===== config.mk =====
export PLATFORM = sky130hd
export DESIGN_NAME = sop_out_cell
export DESIGN_NICKNAME = d
export VERILOG_FILES = /design/src/rtl/sop_cell_pkg.sv /design/src/rtl/sop_or_sum.sv /design/src/rtl/sop_cell_reg.sv /design/src/rtl/sop_out_sel.sv /design/src/rtl/sop_fb_sel.sv /design/src/rtl/sop_out_cell.sv
export SDC_FILE = /design/constraint.sdc
export NUM_CORES = 1
export LEC_CHECK = 0
export BUFFER_PORTS_ARGS = -buffer_cell sky130_fd_sc_hd__buf_2
export CAP_MARGIN = 40
export CORE_AREA = 5 5 42 44
export DETAILED_ROUTE_END_ITERATION = 7
export DIE_AREA = 0 0 47 49
export HOLD_SLACK_MARGIN = 0.06
export PLACE_DENSITY = 0.46
export SLEW_MARGIN = 0
export SYNTH_ARGS = -nofsm -noshare
export SYNTH_HDL_FRONTEND = slang
export SYNTH_SLANG_ARGS = --single-unit

===== constraint.sdc =====
create_clock -name clk -period 3.75 [get_ports clk]
set_clock_uncertainty 0.2 [all_clocks]
set_input_delay 0.9375 -clock clk [delete_from_list [all_inputs] [get_ports clk]]
set_output_delay 0.9375 -clock clk [all_outputs]
set_load 0.02 [all_outputs]

===== src/rtl/sop_cell_pkg.sv =====
package sop_cell_pkg;

   localparam int CELL_CFG_W = 4;

   // Feedback source selection, held in configuration bits [3:2]
   typedef enum logic [1:0] {
      FB_NATIVE  = 2'b00,   // register when registered, pin when combinational
      FB_PIN     = 2'b01,
      FB_SUM     = 2'b10,
      FB_PIN_ALT = 2'b11
   } fb_sel_e;

   // Packed so that the field positions match the cfg port bits
   typedef struct packed {
      fb_sel_e fb;      // [3:2]
      logic    comb;    // [1]  1 = combinational path
      logic    act_hi;  // [0]  1 = active-high output
   } cell_cfg_t;

endpackage


===== src/rtl/sop_or_sum.sv =====
module sop_or_sum #(
   parameter int NUM_PT  = 12,
   parameter int GROUP_W = 4,
   parameter bit GROUPED = 1'b1
) (
   input  logic [NUM_PT-1:0] pt,
   output logic              sum
);

   localparam int NGRP  = (NUM_PT + GROUP_W - 1) / GROUP_W;
   localparam int PAD_W = NGRP * GROUP_W;

   generate
      if (GROUPED) begin : g_grouped
         logic [PAD_W-1:0] padded;
         logic [NGRP-1:0]  grp;

         always_comb begin
            padded              = '0;
            padded[NUM_PT-1:0]  = pt;
         end

         for (genvar g = 0; g < NGRP; g++) begin : g_grp
            assign grp[g] = |padded[g*GROUP_W +: GROUP_W];
         end

         assign sum = |grp;
      end else begin : g_flat
         assign sum = |pt;
      end
   endgenerate

endmodule


===== src/rtl/sop_cell_reg.sv =====
module sop_cell_reg (
   input  logic clk,
   input  logic aclr,
   input  logic spre,
   input  logic d,
   output logic q
);

   // Asynchronous clear outranks the synchronous preset
   always_ff @(posedge clk or posedge aclr) begin
      if (aclr)      q <= 1'b0;
      else if (spre) q <= 1'b1;
      else           q <= d;
   end

endmodule


===== src/rtl/sop_out_sel.sv =====
module sop_out_sel (
   input  logic comb,
   input  logic act_hi,
   input  logic sum,
   input  logic q,
   output logic pin_val
);

   logic raw;

   always_comb begin
      raw     = comb ? sum : q;
      pin_val = act_hi ? raw : ~raw;
   end

endmodule


===== src/rtl/sop_fb_sel.sv =====
module sop_fb_sel
   import sop_cell_pkg::*;
(
   input  fb_sel_e sel,
   input  logic    comb,
   input  logic    q,
   input  logic    sum,
   input  logic    pin_in,
   output logic    fb
);

   always_comb begin
      case (sel)
         FB_NATIVE:           fb = comb ? pin_in : q;
         FB_SUM:              fb = sum;
         FB_PIN, FB_PIN_ALT:  fb = pin_in;
         default:             fb = pin_in;
      endcase
   end

endmodule


===== src/rtl/sop_out_cell.sv =====
module sop_out_cell
   import sop_cell_pkg::*;
#(
   parameter int NUM_PT  = 12,
   parameter int GROUP_W = 4,
   parameter bit GROUPED = 1'b1
) (
   input  logic                  clk,
   input  logic                  aclr,
   input  logic                  spre,
   input  logic [CELL_CFG_W-1:0] cfg,
   input  logic [NUM_PT-1:0]     pterm,
   input  logic                  oe_term,
   input  logic                  pin_in,
   output logic                  pin_out,
   output logic                  pin_oe,
   output logic                  fb
);

   generate
      if (NUM_PT < 1 || NUM_PT > 64) begin : g_bad_pt
         $error("sop_out_cell: NUM_PT must lie in 1..64");
      end
      if (GROUP_W < 1 || GROUP_W > NUM_PT) begin : g_bad_grp
         $error("sop_out_cell: GROUP_W must lie in 1..NUM_PT");
      end
   endgenerate

   cell_cfg_t c;
   logic      sum;
   logic      q_r;

   assign c = cell_cfg_t'(cfg);

   sop_or_sum #(
      .NUM_PT (NUM_PT),
      .GROUP_W(GROUP_W),
      .GROUPED(GROUPED)
   ) u_sum (
      .pt (pterm),
      .sum(sum)
   );

   sop_cell_reg u_reg (
      .clk (clk),
      .aclr(aclr),
      .spre(spre),
      .d   (sum),
      .q   (q_r)
   );

   sop_out_sel u_out (
      .comb   (c.comb),
      .act_hi (c.act_hi),
      .sum    (sum),
      .q      (q_r),
      .pin_val(pin_out)
   );

   sop_fb_sel u_fb (
      .sel   (c.fb),
      .comb  (c.comb),
      .q     (q_r),
      .sum   (sum),
      .pin_in(pin_in),
      .fb    (fb)
   );

   assign pin_oe = oe_term;

endmodule


==> results.tsv, run 1 <==
metric	value	unit
critical path's slowest cell	nor4_1	
Mapped Area	130.1	sq um
Most used DFF post-synth	dfrtp_1	
clock-pin slew on the worst setup and hold paths	0	ns
Util after Layout	0.1768	
Hold-fix buffers, CTS	0	
syn avg cell area	8.133	sq um
Layout area overhead	90.38	%
number of setup violations in the final report	0	
Buf/Inv on CP	2	
sequential area share after synthesis	0.1923	
Most common cell on crit path	buf_2	
CP peak stage delay	0.36	ns
CP Class	input pin to output pin	
final hold vios	0	
post-place setup slack	0.6730	ns
fin crit period	3.051	ns
max cap viols	0	
flops & latches, synth	1	
Worst path top cell family by delay	simple AND/OR/NAND/NOR gates	
status	complete, no violations	
PwrDens	117.3	nW/um^2
vias in the first global route	207	
Worst Hold Class	input pin to async pin	
Synth Instances	16	
Setup crit end kind	output pin	
drt first pass iters	2	
final layout net count	59	
DRC errors left	0	
number of top-level pins	24	
Routed Antenna Nets	0	
drt first-iter violations	1	
asr flop ratio synth	1.000	
hold slack	0.5719	ns
antenna cells	0	
vias	202	
die height	49	um
Yosys top cell by area	dfrtp_1	
Max Freq	327.8	MHz
Die Wd	47	um
RSZ-0062 raised after global routing	false	
commonest non-fill, non-tap cell in the layout	buf_2	
Core Rows	14	
ranking of synthesized cells by area	dfrtp_1 19%, nor4_1 9.6%, nor4_2 9.6%	
CP max FO	2	
Regs by FF count	u_reg.q x1	
relative slew slack	0.7671	
WP data required	2.61	ns
PortBufs	21	
commonest cells after routing, fill and taps aside	21 x buf_2, 2 x inv_1, 2 x nor4_1	
share of layout cells above drive strength 1	0.6389	
initial antenna violation count	0	
post-cts resize count	0	
routability cong.	0.5895	
crit start category	input pin	
Synth warnings	0	
VDD IR max	40.95	uV
Post-synth EDFFs	0	
final slew viol count	0	
Initial Utilization	0.09286	
max FFs per register	1	
DP Wirelength	452.7	um
wire per inst	8.904	um
routed vias/inst	3.885	
Setup TNS	0	ns
Post-synth top cells	2 x inv_1, 2 x nor4_1	
Post-CTS Setup Bufs	0	
Least-Margin Pin Slew	0.3461	ns
total grt overflow	0	
first-pass GRT wire length	821	um
drt total wl	463	um
Largest Register	u_reg.q	
syn_nets	37	
slack of the critical path	0.6991	ns
Arr. time, crit path	1.91	ns
P_leak	0.1233	nW
total core area	1401	sq um
crit path cell chain	buf_2 -> nor4_1 -> and3_2 -> o311ai_1 -> buf_2	
gr usage total	0.04290	
post-synth cell types	14	
Filler Cell Count	169	
final worst-path cycle share	0.8136	
die area	2303	sq um
largest net degree at the start of global routing	5	
area share of the largest cell type after synthesis	0.1923	
placed instance count	52	
Post-Layout Cell Count	52	
-- logic make-up (layout without fill, tap and decap cells) --
logic type / after synthesis / after routing / synth area share
AO/OA/AOI/OAI: 3 / 3 / 0.1731
XOR/XNOR: 1 / 1 / 0.06732
flip-flops: 1 / 1 / 0.1923
buffers and inverters: 3 / 23 / 0.1154
AND/OR/NAND/NOR: 8 / 8 / 0.4520
-- area by class of cell --
class / instances / area (sq um) / share of cell area
inverter: 2 / 7.507 / 0.03030
multi-input combinational: 12 / 90.09 / 0.3636
sequential: 1 / 25.02 / 0.1010
tap: 16 / 20.02 / 0.08081
timing repair buffer: 21 / 105.1 / 0.4242
-- power by group --
group	internal [W]	total (W)	switching, W
registers	0.0000110	0.0000110	0.000000000758
logic	0.0000102	0.0000181	0.00000783
clock network	0	0	0
-- through the flow --
stage / power (W) / instance area [sq um]
finish: 0.00002905 / 247.7
CTS: 0.00002942 / 247.7
floorplan: 0.00001825 / 130.1
global route: 0.00003158 / 247.7
detailed placement: 0.00002940 / 247.7
global placement: 0.00002890 / 247.7
-- how the worst max path moves through the flow --
| stage | startpoint | endpoint | slack, ns | depth (start not counted) |
|---|---|---|---|---|
| final | pterm[5] | fb | 0.70 | 5 |
| after global routing | pterm[5] | fb | 0.58 | 5 |
| after CTS | pterm[5] | pin_out | 0.67 | 5 |
| after detailed placement | pterm[5] | pin_out | 0.67 | 5 |
| after global placement | pterm[5] | pin_out | 0.67 | 5 |
| after floorplan | pterm[1] | pin_out | 0.81 | 3 |
-- layer usage --
metal | share of wire | GRT usage
met5 | 0 | 0
met4 | 0 | 0
met3 | 0.19 | 0
met2 | 0.40 | 0.06787
met1 | 0.41 | 0.06783
No activity file was read; power rests on OpenSTA's default activity.
==> inputs of run 2 (changes only) <==
PLACE_DENSITY = 0.48   (was 0.46)
clock period = 2.5 ns   (was 3.75 ns; I/O delays follow)
==> results.tsv, run 2 (synthesis results as in run 1) <==
metric	value	unit	change
fin crit period	2.397	ns	
gr usage total	0.03443		-0.008463
vias in the first global route	167		-19%
Core Rows	14		unchanged
Arr. time, crit path	1.57	ns	-0.34 ns
routed vias/inst	3.654		-5.9%
PwrDens	173.9	nW/um^2	+48%
status	complete, no violations		
number of setup violations in the final report	0		unchanged
relative slew slack	0.7875		+0.02043
Net Sw Frac	0.2740		+0.004322
max FFs per register	1		unchanged
antenna cells	0		unchanged
final non-filler cell area	254.0	sq um	+2.5%
DRC errors left	0		unchanged
Least-Margin Pin Slew	0.3158	ns	-0.03037 ns
crit start category	input pin		
Most common cell on crit path	buf_2		
placed instance count	52		unchanged
drt first pass iters	2		unchanged
vias	190		-5.9%
drt total wl	436	um	-5.8%
first-pass GRT wire length	641	um	-22%
Area after DPL	247.7	sq um	unchanged
CP Class	input pin to output pin		
initial antenna violation count	0		unchanged
final layout net count	59		unchanged
final hold vios	0		unchanged
NetSw	0.00001210	W	+54%
total core area	1401	sq um	unchanged
Initial Utilization	0.09286		unchanged
Routed Antenna Nets	0		unchanged
largest net degree at the start of global routing	5		unchanged
final worst-path cycle share	0.9588		
P_leak	0.1237	nW	+0.38%
VDD IR max	55.38	uV	+35%
Clock Power Share	0		unchanged
crit path cell chain	buf_2 -> nor4_1 -> and3_2 -> o311ai_1 -> buf_2		
Worst Hold Class	input pin to async pin		
PortBufs	21		unchanged
Hold-fix buffers, CTS	0		unchanged
Post-Layout Cell Count	52		unchanged
DP Wirelength	428.8	um	-5.3%
Filler Cell Count	167		-1.2%
WP data required	1.67	ns	-0.94 ns
Setup crit start	pterm[5]		
max cap viols	0		unchanged
share of layout cells above drive strength 1	0.6667		+0.02778
CP max FO	2		unchanged
CP peak stage delay	0.33	ns	-0.03 ns
routability cong.	0.5524		-6.3%
Post-CTS Setup Bufs	0		unchanged
post-cts resize count	0		unchanged
total grt overflow	0		unchanged
Int Pwr	0.00003206	W	+51%
Comb power frac	0.627		+0.005
commonest cells after routing, fill and taps aside	21 x buf_2, 2 x inv_1, 2 x nor4_2		
commonest non-fill, non-tap cell in the layout	buf_2		
Setup TNS	0	ns	unchanged
Max Freq	417.2	MHz	
Layout area overhead	95.19	%	
Setup crit end kind	output pin		
Largest Register	u_reg.q		
clock-pin slew on the worst setup and hold paths	0	ns	unchanged
final slew viol count	0		unchanged
Regs by FF count	u_reg.q x1		
die area	2303	sq um	unchanged
RSZ-0062 raised after global routing	false		
wire per inst	8.385	um	-5.8%
drt first-iter violations	2		+1
number of top-level pins	24		unchanged
sequential share of power	0.373		-0.005
die height	49	um	unchanged
Die Wd	47	um	unchanged
critical path's slowest cell	nor4_1		
run 2: cell types whose count changed in the layout (fill, tap and decap cells not counted):
cell / before / now
nor4_1: 2 / 1
nor4_2: 1 / 2
run 2: area by class of cell:
type	count	area [sq um]	area share
well taps	16	20.02	0.07882
repair buffers	21	105.1	0.4138
inverters	2	7.507	0.02956
multi-input cells	12	96.34	0.3793
flip-flops and latches	1	25.02	0.09852
run 2: metal layers:
| metal | vias to the layer above | routed length (um) | track usage |
|---|---|---|---|
| met2 | 17 | 165 | 0.05204 |
| li1 | 101 | - | - |
| met4 | 0 | 0 | 0 |
| met1 | 72 | 172 | 0.05022 |
| met3 | 0 | 99 | 0.01107 |
| met5 | - | 0 | 0 |
run 2: critical path: cells and delay by family:
family,cells,cell delay (ns)
AOI/OAI and AO/OA,1,0.08
buffers and inverters,2,0.26
and+or+nand+nor,2,0.60
run 2: power by group through the flow:
stage / clock (W) / sequential (W) / combinational (W)
5_1_grt: 0 / 0.0000165 / 0.0000303
4_1_cts: 0 / 0.0000165 / 0.0000271
2_1_floorplan: 0 / 0.0000165 / 0.0000109
3_5_place_dp: 0 / 0.0000165 / 0.0000270
3_3_place_gp: 0 / 0.0000165 / 0.0000266
6_report: 0 / 0.0000165 / 0.0000277
run 2: path summary, 6_finish.rpt:
| path | depth (start not counted) | slack (ns) | end |
|---|---|---|---|
| max in group asynchronous | 2 | 1.75 | u_reg.q$_DFF_PP0_ |
| min in group clk | 2 | 0.61 | u_reg.q$_DFF_PP0_ |
| min | 2 | 0.26 | u_reg.q$_DFF_PP0_ |
| max | 5 | 0.10 | fb |
run 2: per-stage QoR:
stage                 util   power [W]  setup WS, ns  hold WS [ns]
floorplan                -  0.00002738        0.1880        0.1537
global placement    0.1768  0.00004309       0.06109        0.2610
detailed placement  0.1768  0.00004353       0.05046        0.2602
CTS                 0.1768  0.00004356       0.04777        0.2613
global route        0.1813  0.00004683    0.00004408        0.2754
finish              0.1813  0.00004416        0.1029        0.2583
